**config.mk**
```make
export PLATFORM = sky130hd
export DESIGN_NAME = addr_seq_counter
export DESIGN_NICKNAME = d
export VERILOG_FILES = /design/src/rtl/addr_seq_pkg.sv /design/src/rtl/addr_seq_ctrl.sv /design/src/rtl/addr_seq_dp.sv /design/src/rtl/addr_seq_counter.sv
export SDC_FILE = /design/constraint.sdc
export NUM_CORES = 1
export LEC_CHECK = 0
export ABC_CLOCK_PERIOD_IN_PS = 2200
export CAP_MARGIN = 20
export CORE_UTILIZATION = 42
export DETAILED_ROUTE_END_ITERATION = 8
export HOLD_SLACK_MARGIN = 0.03
export PLACE_DENSITY = 0.77
export SETUP_SLACK_MARGIN = 0.4
export SLEW_MARGIN = 20
export SYNTH_ARGS = -nofsm -noshare
export SYNTH_HDL_FRONTEND = slang
export SYNTH_SLANG_ARGS = --single-unit
```
**constraint.sdc**
```tcl
create_clock -name clk -period 2.2 [get_ports clk]
set_clock_uncertainty 0.2 [all_clocks]
set_input_delay 0.44 -clock clk [delete_from_list [all_inputs] [get_ports clk]]
set_output_delay 0.44 -clock clk [all_outputs]
set_load 0.02 [all_outputs]
```
**src/rtl/addr_seq_pkg.sv**
```systemverilog
package addr_seq_pkg;

  // Per-cycle command from the control half to the datapath half.
  typedef struct packed {
    logic load;    // take a new address from the port fields
    logic wrAdv;   // step inside the current page
    logic rdAdv;   // step across the full space
    logic clrTop;  // drop the started-at-top flag
  } addrCmd_t;

endpackage

```
**src/rtl/addr_seq_ctrl.sv**
```systemverilog
module addr_seq_ctrl
  import addr_seq_pkg::*;
(
  input  logic     clk,
  input  logic     rstN,
  input  logic     txnStartStb,
  input  logic     loadStb,
  input  logic     wrByteStb,
  input  logic     rdByteStb,
  output addrCmd_t cmd
);

  // High from a load until the first written byte consumes the loaded address.
  logic firstWrPending;

  always_ff @(posedge clk or negedge rstN) begin
    if (!rstN) begin
      firstWrPending <= 1'b0;
    end else if (loadStb) begin
      firstWrPending <= 1'b1;
    end else if (wrByteStb) begin
      firstWrPending <= 1'b0;
    end
  end

  always_comb begin
    cmd        = '0;
    cmd.load   = loadStb;
    cmd.wrAdv  = wrByteStb && !loadStb && !firstWrPending;
    cmd.rdAdv  = rdByteStb && !loadStb && !wrByteStb;
    cmd.clrTop = txnStartStb && !loadStb;
  end

endmodule

```
**src/rtl/addr_seq_dp.sv**
```systemverilog
module addr_seq_dp
  import addr_seq_pkg::*;
#(
  parameter int ADDR_W = 12,
  parameter int PAGE_W = 5
) (
  input  logic              clk,
  input  logic              rstN,
  input  addrCmd_t          cmd,
  input  logic [ADDR_W-9:0] hiAddr,
  input  logic [7:0]        wordByte,
  output logic [ADDR_W-1:0] curAddr,
  output logic              startedAtTop
);

  logic [ADDR_W-1:0] loadVal;
  logic [ADDR_W-1:0] seqNext;
  logic [ADDR_W-1:0] pageNext;

  assign loadVal = {hiAddr, wordByte};
  assign seqNext = curAddr + 1'b1;

  generate
    if (PAGE_W >= ADDR_W) begin : g_flatPage
      assign pageNext = seqNext;
    end else begin : g_splitPage
      logic [PAGE_W-1:0] lowNext;
      assign lowNext  = curAddr[PAGE_W-1:0] + 1'b1;
      assign pageNext = {curAddr[ADDR_W-1:PAGE_W], lowNext};
    end
  endgenerate

  always_ff @(posedge clk or negedge rstN) begin
    if (!rstN) begin
      curAddr <= '0;
    end else if (cmd.load) begin
      curAddr <= loadVal;
    end else if (cmd.wrAdv) begin
      curAddr <= pageNext;
    end else if (cmd.rdAdv) begin
      curAddr <= seqNext;
    end
  end

  always_ff @(posedge clk or negedge rstN) begin
    if (!rstN) begin
      startedAtTop <= 1'b0;
    end else if (cmd.load) begin
      startedAtTop <= (loadVal == {ADDR_W{1'b1}});
    end else if (cmd.clrTop) begin
      startedAtTop <= 1'b0;
    end
  end

endmodule

```
**src/rtl/addr_seq_counter.sv**
```systemverilog
module addr_seq_counter
  import addr_seq_pkg::*;
#(
  parameter int ADDR_W = 12,
  parameter int PAGE_W = 5,
  localparam int HI_W  = ADDR_W - 8
) (
  input  logic              clk,
  input  logic              rstN,
  input  logic              txnStartStb,
  input  logic              loadStb,
  input  logic [HI_W-1:0]   hiAddr,
  input  logic [7:0]        wordByte,
  input  logic              wrByteStb,
  input  logic              rdByteStb,
  output logic [ADDR_W-1:0] curAddr,
  output logic              startedAtTop
);

  addrCmd_t cmd;

  addr_seq_ctrl u_ctrl (
    .clk         (clk),
    .rstN        (rstN),
    .txnStartStb (txnStartStb),
    .loadStb     (loadStb),
    .wrByteStb   (wrByteStb),
    .rdByteStb   (rdByteStb),
    .cmd         (cmd)
  );

  addr_seq_dp #(
    .ADDR_W (ADDR_W),
    .PAGE_W (PAGE_W)
  ) u_dp (
    .clk          (clk),
    .rstN         (rstN),
    .cmd          (cmd),
    .hiAddr       (hiAddr),
    .wordByte     (wordByte),
    .curAddr      (curAddr),
    .startedAtTop (startedAtTop)
  );

endmodule

```
==> results of run 1 <==
[state kept, by name (all words and copies together), names as in the netlist]
register,cells
u_dp.curAddr,12
u_ctrl.firstWrPending,1
u_dp.startedAtTop,1
[layout by cell type, fill, tap and decap left out, types with 2 or more instances in the layout]
master	netlist	routed
nand4_1	2	2
nand3_1	4	4
inv_1	2	2
dlygate4sd2_1	0	14
xor2_1	5	5
nor3_1	4	3
dfrtp_1	14	11
nor4_4	1	2
mux2_2	2	2
nor2_1	2	2
buf_4	0	2
o21ai_0	10	10
clkdlybuf4s50_1	0	16
o2111ai_1	2	2
nand2_1	13	13
dfrtp_2	0	3
clkbuf_4	0	3
a21o_1	2	2
xnor2_1	6	6
[worst register-to-register path: stages (launching register included)]
cell and delay (ns):
dfrtp_1 0.45, ha_1 0.22, nand4b_1 0.21, nor3_1 0.25, xnor2_1 0.15, o21ai_0 0.08
[metrics by stage]
stage / cell area (sq um) / hold WS (ns)
floorplan: 812.0 / -0.05559
finish: 1190 / 0.2881
CTS: 1179 / 0.2904
global route: 1190 / 0.3090
detailed placement: 1151 / 0.2692
global placement: 1151 / 0.2650
[kinds of logic (layout without fill, tap and decap cells)]
logic type	Yosys count	after routing	share of synthesized area
and+or+nand+nor	34	34	0.2681
AOI/OAI and AO/OA	15	15	0.1079
DFF	14	14	0.4314
xor gates and xnor gates	11	11	0.1186
buffers and inverters	4	38	0.01850
muxes	3	3	0.04006
adders and majority gates	1	1	0.01541
[area by class of cell]
cell class	count	area share
timing repair buffer	32	0.2503
clock buffer	4	0.03049
sequential	14	0.2976
inverter	2	0.006309
multi-input combinational	64	0.3891
tap	25	0.02629
[worst max path at each step]
| stage | to | slack, ns | start |
|---|---|---|---|
| 5_1_grt | u_dp.curAddr[8]$_DFFE_PN0P_ | 0.38 | wrByteStb |
| 3_3_place_gp | u_dp.curAddr[9]$_DFFE_PN0P_ | 0.14 | wrByteStb |
| 3_5_place_dp | u_dp.curAddr[9]$_DFFE_PN0P_ | 0.07 | rdByteStb |
| 6_report | curAddr[0] | 0.47 | u_dp.curAddr[0]$_DFFE_PN0P_ |
| 4_1_cts | u_dp.curAddr[11]$_DFFE_PN0P_ | 0.40 | wrByteStb |
| 2_1_floorplan | u_dp.curAddr[11]$_DFFE_PN0P_ | 0.55 | u_dp.curAddr[3]$_DFFE_PN0P_ |
[power by group]
part           internal [mW]  total [mW]  leakage, nW  switching (mW)
Sequential             0.283       0.320        0.166          0.0376
Combinational         0.0860       0.177        0.332          0.0907
Clock                  0.100       0.187       0.0210          0.0866
Total                  0.469       0.684        0.519           0.215
[repair_timing]
| item | 4_1_cts | 5_1_grt |
|---|---|---|
| gates cloned | 0 | 0 |
| hold endpoints to repair | 0 | 0 |
| gates resized for setup | 15 | 5 |
| pin swaps | 1 | 1 |
| endpoints found under the setup margin | 14 | 9 |
[per-layer routing]
metal / vias to the layer above / track usage
li1: 364 / -
met1: 326 / 0.2725
met2: 19 / 0.3549
met3: 2 / 0.02778
met4: 0 / 0.07059
met5: - / 0
==> flow_summary.toml, run 1 <==
[run_status]
outcome = "complete, no violations"

[final_layout]
nFillCells = 162
diodes = 0
syn_to_final_growth_pct = 46.53
register_area_sq_um = 354.1
fin_util = 0.6745
final_cells = 141
nets = 136
multi_input_area_sq_um = 462.9
drive_gt1_frac = 0.1552

[routing]
top_layer = "met4"
dr.pass1.iters = 4
final_antenna_net_count = 0
drc = 0
vias = 711
wl_met2_um = 961
routedWlPerCell_um = 13.45
drt_iter0_drc = 12
wl_met1_um = 849
vias_per_cell = 5.043
wl_met3_um = 72
routed_wl_mm = 1.896

[place]
dp.cells = 137
pre_cts_ws_ns = 0.06542
dp_hpwl_mm = 1.491
portBuffers = 30
gp_congestion = 0.7899

[clocking]
cts_root_buf = "clkbuf_4"
clock_sinks = 14
cts_tree = "yes"
htree_levels = 1
ctsHoldBuffers = 0
clock_latency_ns = 0.27
path_clk_slew_ns = 0.09
post_cts_buffers = 0
clockBufferDepth = 2
cts_made_buffers = 3

[logic_synthesis]
synth_area_per_cell_sq_um = 9.903
synth.cell_area_sq_um = 812.0
async_reset_ff_frac = 1.000
synth.most_common_cell = "dfrtp_1"
yosysWarningCount = 0
synthCells = 82
synthTopCellsByArea = "dfrtp_1, xnor2_1, o21ai_0, nand2_1, xor2_1"
synth_top_area_frac = 0.4314
synth-seq-cells = 14
synth_top_cell_by_area = "dfrtp_1"
synth_ff_type = "dfrtp_1"
ys_types = 25
syn_nets = 101
ys_top_cells_by_count = "dfrtp_1, nand2_1, o21ai_0"
synth_seq_area_share = 0.4314
synth_edf_count = 0

[worst_setup_path]
crit_family = "flip-flops"
worst-path-stages = 1
reg2reg_to = "u_dp.curAddr[8]$_DFFE_PN0P_"
crit_path_max_fanout = 6
critPathLaunchType = "register"
critPathSlowestCell = "dfrtp_1"
critPathKind = "register to primary output"
r2r_start = "u_dp.curAddr[0]$_DFFE_PN0P_"
ff2ff_path_depth = 5
cp.required_ns = 1.56
cp_cell_sequence = "dlygate4sd2_1"
slowest_delay_ns = 0.45
cp_num_buf_inv = 1
arrival_ns = 1.09
cp-end-kind = "primary output"
regToRegSetupSlack_ns = 0.53

[grt]
grt_pass1_wl_mm = 3.125
grt_max_degree = 15
grt_pass1_vias = 702
antenna_found_initial = 0
globalRouteTotalUtil = 0.2101
grt_overflow_total = 0

[floorplan]
io_pins = 31
die_h_um = 45.97
die-area_sq_mm = 0.002113
start_util = 0.4603
rows = 15
die_w_um = 45.97
core-area_sq_mm = 0.001764

[pwr]
p_leak_nw = 0.5194
ir_worst_vdd_mv = 0.3359
power_density_mw_per_mm2 = 574.9
design_power_total_uw = 684.1

[worst_hold_path]
hold_end = "u_dp.startedAtTop$_DFFE_PN0P_"
min-delay-start = "u_dp.startedAtTop$_DFFE_PN0P_"
hp-class = "register to register"
min_path_cells = 1

[timing]
finalCriticalPeriod_ns = 1.725
fin_setup_tns_ns = 0
fin_ws_ns = 0.4748
max_freq_mhz = 579.7
finalCritPeriodShare = 0.7842
rsz0062_at_grt = "true"
worst_pin_slew_ns = 0.6344
finalSetupViolations = 0
final-max-slew-violation-count = 0
hold_viol = 0
relSlewSlack = 0.5757

[job]
maxCapViolCount = 0
No activity file was read; power rests on OpenSTA's default activity.
==> run 2: changes to the inputs <==
--- a/config.mk
+++ b/config.mk
@@ -5,7 +5,7 @@
 export SDC_FILE = /design/constraint.sdc
 export NUM_CORES = 1
 export LEC_CHECK = 0
-export ABC_CLOCK_PERIOD_IN_PS = 2200
+export ABC_CLOCK_PERIOD_IN_PS = 1600
 export CAP_MARGIN = 20
 export CORE_UTILIZATION = 42
 export DETAILED_ROUTE_END_ITERATION = 8
==> constraint.sdc (replaced) <==
create_clock -name clk -period 1.6 [get_ports clk]
set_clock_uncertainty 0.2 [all_clocks]
set_input_delay 0.32 -clock clk [delete_from_list [all_inputs] [get_ports clk]]
set_output_delay 0.32 -clock clk [all_outputs]
set_load 0.02 [all_outputs]
==> run 2 against run 1 <==
The flow now finishes with violations (setup timing). Sequential share of layout area decreased by 7.5 points. Worst setup slack worse by 0.61 ns. Global-route usage up 9.0 points. Hold slack got worse by 0.17 ns. Critical path depth up 4. Register-to-register slack worse by 0.67 ns. First-iteration DRC count rose to 3.1 times the previous value. Critical endpoint is now u_dp.curAddr[8]$_DFFE_PN0P_. Largest power group is now combinational logic.
==> flow_summary.toml, run 2 (same netlist as run 1, synthesis figures left out) <==
[final_layout]
drive_gt1_frac = 0.5867
mostFrequentLayoutCell = "buf_4"
regMostFlops = "u_dp.curAddr"
design_area_sq_mm = 0.001633
nets = 170
biggestRegsByFlops = "u_dp.curAddr (12), u_ctrl.firstWrPending (1), u_dp.startedAtTop (1)"
diodes = 0
syn_to_final_growth_pct = 101.1
final_cell_mix = "buf_4, buf_6, nand2_1, dfrtp_2, dlygate4sd2_1"
largest_reg_flops = 12

[run_status]
violations = "setup timing"
outcome = "finished, violations left"

[grt]
grt-busiest-layer = "met2"
use_met2 = 0.4986
grtUsageMet1 = 0.3374
grt_pass1_vias = 916
grt_max_degree = 15
antenna_found_initial = 0
globalRouteTotalUtil = 0.2997
grt_overflow_total = 0
use_met3 = 0.05159
grt_pass1_wl_mm = 4.298

[place]
dp_hpwl_mm = 1.560
gp_congestion = 0.8062
postPlaceCellArea_sq_mm = 0.001224
portBuffers = 30

[worst_setup_path]
cp_num_buf_inv = 0
crit_path_max_fanout = 4
cp-end-kind = "register"
r2r_start = "u_dp.curAddr[0]$_DFFE_PN0P_"
startpoint = "u_dp.curAddr[0]$_DFFE_PN0P_"
cp_cell_sequence = "ha_4 -> nand4b_1 -> nor3_2 -> xnor2_1 -> o21ai_1"
cp.required_ns = 1.59
arrival_ns = 1.73
critPathSlowestCell = "dfrtp_2"
critPathLaunchType = "register"
slowest_delay_ns = 0.45
critPathKind = "register to register"
crit_family = "simple AND/OR/NAND/NOR gates"

[clocking]
path_clk_slew_ns = 0.11
ctsHoldBuffers = 0
cts_root_buf = "clkbuf_4"
clock_latency_ns = 0.30
clockBufferDepth = 2
cts_tree = "yes"
clock_sinks = 14
cts_made_buffers = 3
htree_levels = 1

[timing]
hold_viol = 0
worst_pin_slew_ns = 0.3099
rsz0062_at_grt = "true"
fin_ws_ns = -0.1355
final-max-slew-violation-count = 0
max_freq_mhz = 576.2
finalCritPeriodShare = 1.085
finalCriticalPeriod_ns = 1.736
fin_setup_tns_ns = -0.3012
relSlewSlack = 0.7923
finalSetupViolations = 5

[floorplan]
start_util = 0.4603
die-area_sq_mm = 0.002113
die_w_um = 45.97
rows = 15
die_h_um = 45.97
core-area_sq_mm = 0.001764
io_pins = 31

[routing]
dr.pass1.iters = 4
vias_per_cell = 5.823
vias = 1019
routedWlPerCell_um = 21.25
drt_iter0_drc = 37
final_antenna_net_count = 0
routed_wl_mm = 3.719
drc = 0

[worst_hold_path]
hp-class = "input port to register"
min-delay-start = "wordByte[6]"

[job]
maxCapViolCount = 0

[pwr]
p_leak_nw = 0.7991
ir_worst_vdd_mv = 0.7152
power_density_mw_per_mm2 = 741.2
run 2: changes by cell type in the layout (fill, tap and decap cells not counted), sizes merged:
cell	delta
buf	+47
clkbuf	+1
clkdlybuf4s50	-14
dlygate4sd2	-5
dlymetal6s2s	+5
run 2: worst register-to-register path: stages, from the launching register on:
cell and delay (ns):
dfrtp_2 0.45, ha_4 0.17, nand4b_1 0.27, nor3_2 0.29, xnor2_1 0.16, o21ai_1 0.09
run 2: final cells by class:
type	count	area, sq um
repair buffers	66	609.3
multi-input cells	64	585.6
flip-flops and latches	14	362.8
fillers	69	131.4
clock buffers	4	36.28
well taps	25	31.28
inverters	2	7.507
run 2: where the power goes:
part / internal, mW / switching (mW)
clock: 0.139 / 0.137
combinational: 0.260 / 0.228
sequential: 0.393 / 0.0541
run 2: worst paths after layout:
path / end / slack [ns] / depth (start not counted)
max in group asynchronous: u_dp.curAddr[2]$_DFFE_PN0P_ / 0.86 / 2
min in group asynchronous: u_dp.curAddr[11]$_DFFE_PN0P_ / 0.13 / 2
setup / recovery: u_dp.curAddr[8]$_DFFE_PN0P_ / -0.14 / 5
hold reg to reg: u_ctrl.firstWrPending$_DFFE_PN0P_ / 0.38 / 1
setup reg to reg: u_dp.curAddr[8]$_DFFE_PN0P_ / -0.14 / 5
hold / removal: u_dp.curAddr[6]$_DFFE_PN0P_ / 0.11 / 3
run 2: routing by layer:
layer | share of wire | vias to the layer above
li1 | - | 425
met3 | 0.065 | 23
met2 | 0.49 | 75
met5 | 0 | -
met4 | 0.055 | 0
met1 | 0.39 | 496
run 2: metrics by stage:
stage	power (mW)	setup slack, ns	hold WS, ns	utilization	std cells
2_1_floorplan	0.5720	0.07527	-0.1756	-	82
3_3_place_gp	0.7370	-0.3570	0.2656	0.6936	144
3_5_place_dp	0.7413	-0.3861	0.2967	0.6936	144
4_1_cts	1.076	0.04123	0.1430	0.8206	164
5_1_grt	1.240	-0.1444	0.1347	0.9255	175
6_report	1.210	-0.1355	0.1142	0.9255	175
run 2: timing repair:
action	in CTS	in global routing
resized for setup	102	32
setup endpoints to repair	26	26
pin swaps	17	14
setup buffers	16	11
==> run 3: changes to the inputs <==
--- a/config.mk
+++ b/config.mk
@@ -7,6 +7,7 @@
 export LEC_CHECK = 0
 export ABC_CLOCK_PERIOD_IN_PS = 1600
 export CAP_MARGIN = 20
+export CORE_MARGIN = 2
 export CORE_UTILIZATION = 42
 export DETAILED_ROUTE_END_ITERATION = 8
 export HOLD_SLACK_MARGIN = 0.03
==> run 3 against run 2 <==
The run still ends with setup timing left. Sequential share of layout area grew 0.58 points. Die area rose by 8.9%. Combinational power hardly changed. Clock power shrank 21%. Final area down 2.5%. Sequential power about the same. Non-clock buffer count decreased by 2. Register-to-register slack better by 0.096 ns. Global-route usage fell by 4.3 points. First-iteration DRC count shrank 22%. Critical path depth down 2. Utilization fell by 2.3 points. Highest routed layer unchanged.
==> flow_summary.toml, run 3 (same netlist as run 1, synthesis figures left out) <==
[pwr]
design_power_total_mw = 1.155
p_leak_nw = 0.7612
ir_worst_vdd_mv = 0.9204
power_density_mw_per_mm2 = 726.0

[place]
gp_congestion = 0.8419
dp_hpwl_mm = 1.625
dp.cells = 144
portBuffers = 30

[floorplan]
start_util = 0.4603
io_pins = 31
core-area_sq_mm = 0.001764
die_h_um = 47.97
die-area_sq_mm = 0.002301
rows = 15
die_w_um = 47.97

[clocking]
cts_root_buf = "clkbuf_4"
cts_made_buffers = 3
clockBufferDepth = 2
ctsHoldBuffers = 0
htree_levels = 1
cts_tree = "yes"
clock_latency_ns = 0.30
clock_sinks = 14
path_clk_slew_ns = 0.09

[worst_setup_path]
cp.required_ns = 1.08
arrival_ns = 1.16
crit_path_max_fanout = 5
cp-end-kind = "primary output"
slowest_delay_ns = 0.46
critPathKind = "register to primary output"
critPathSlowestCell = "dfrtp_2"
crit_top_cell = "buf_4"
regToRegSetupSlack_ns = -0.04
critPathLaunchType = "register"
cp_cell_sequence = "buf_4 -> buf_4 -> buf_6"

[final_layout]
fin_util = 0.9021
biggestRegsByFlops = "u_dp.curAddr (12), u_ctrl.firstWrPending (1), u_dp.startedAtTop (1)"
syn_to_final_growth_pct = 95.99
diodes = 0
nets = 168
mostFrequentLayoutCell = "buf_4"
final_cell_mix = "buf_4, buf_6, dlygate4sd2_1, nand2_1, dfrtp_2"
largest_reg_flops = 12
regMostFlops = "u_dp.curAddr"
final_cells = 172
drive_gt1_frac = 0.5850

[timing]
worst_pin_slew_ns = 0.2523
hold_viol = 0
finalSetupViolations = 5
hold-worst-slack_ns = 0.1342
finalCriticalPeriod_ns = 1.684
rsz0062_at_grt = "true"
final-max-slew-violation-count = 0
max_freq_mhz = 593.8
fin_ws_ns = -0.08397
fin_setup_tns_ns = -0.1879
finalCritPeriodShare = 1.052
relSlewSlack = 0.8306

[routing]
drt_iter0_drc = 29
drc = 0
dr.pass1.iters = 4
routed_wl_mm = 3.634
vias_per_cell = 5.808
routedWlPerCell_um = 21.13
vias = 999
final_antenna_net_count = 0

[grt]
grt_overflow_total = 0
grt_pass1_vias = 869
grt_pass1_wl_mm = 3.926
antenna_found_initial = 0
globalRouteTotalUtil = 0.2571
grt_max_degree = 15

[worst_hold_path]
hp-class = "input port to register"

[job]
maxCapViolCount = 0

[run_status]
violations = "setup timing"
outcome = "finished, violations left"
## run 3: repair_timing
action,4_1_cts,5_1_grt
hold endpoints to repair,0,0
buffers inserted,13,12
gates resized for setup,116,23
pin swaps,17,13
cloned,0,0
setup endpoints to repair,27,26
## run 3: critical path: cells and delay by family, from the launching register on
kind                   cells  cell delay, ns
DFF                        1            0.46
buffers and inverters      3            0.40
## run 3: per-layer routing
metal  global-route usage  wire length [um]  share of wire
met5                    0                 0              0
met4               0.1243               152          0.042
met3              0.05283               228          0.063
met2               0.4427              1863           0.51
met1               0.3018              1389           0.38
## run 3: worst paths after layout
| kind | from | endpoint | cells past startpoint |
|---|---|---|---|
| min in group asynchronous | rstN | u_dp.curAddr[7]$_DFFE_PN0P_ | 2 |
| setup reg to reg | u_dp.curAddr[1]$_DFFE_PN0P_ | u_dp.curAddr[4]$_DFFE_PN0P_ | 6 |
| hold reg to reg | u_dp.startedAtTop$_DFFE_PN0P_ | u_dp.startedAtTop$_DFFE_PN0P_ | 1 |
| setup / recovery | u_dp.curAddr[1]$_DFFE_PN0P_ | curAddr[1] | 3 |
| hold / removal | hiAddr[3] | u_dp.curAddr[11]$_DFFE_PN0P_ | 2 |
| max in group asynchronous | rstN | u_dp.curAddr[0]$_DFFE_PN0P_ | 2 |
## run 3: power by group
group          switching [mW]  internal, mW
registers              0.0572         0.393
logic                   0.227         0.260
clock network           0.130        0.0880
total                   0.414         0.741
## run 3: layout make-up
cell class                      instances  area [sq um]
Inverter                                2         7.507
Timing Repair Buffer                   64         581.8
Clock buffer                            3         22.52
Tap cell                               25         31.28
Multi-Input combinational cell         64         585.6
Sequential cell                        14         362.8
Fill cell                              81         172.7
## run 3: stage by stage
stage	setup WS (ns)	instance area (sq um)
floorplan	0.07527	832.0
global placement	-0.3321	1224
detailed placement	-0.3871	1224
CTS	0.03968	1436
global route	-0.1389	1592
finish	-0.08397	1592
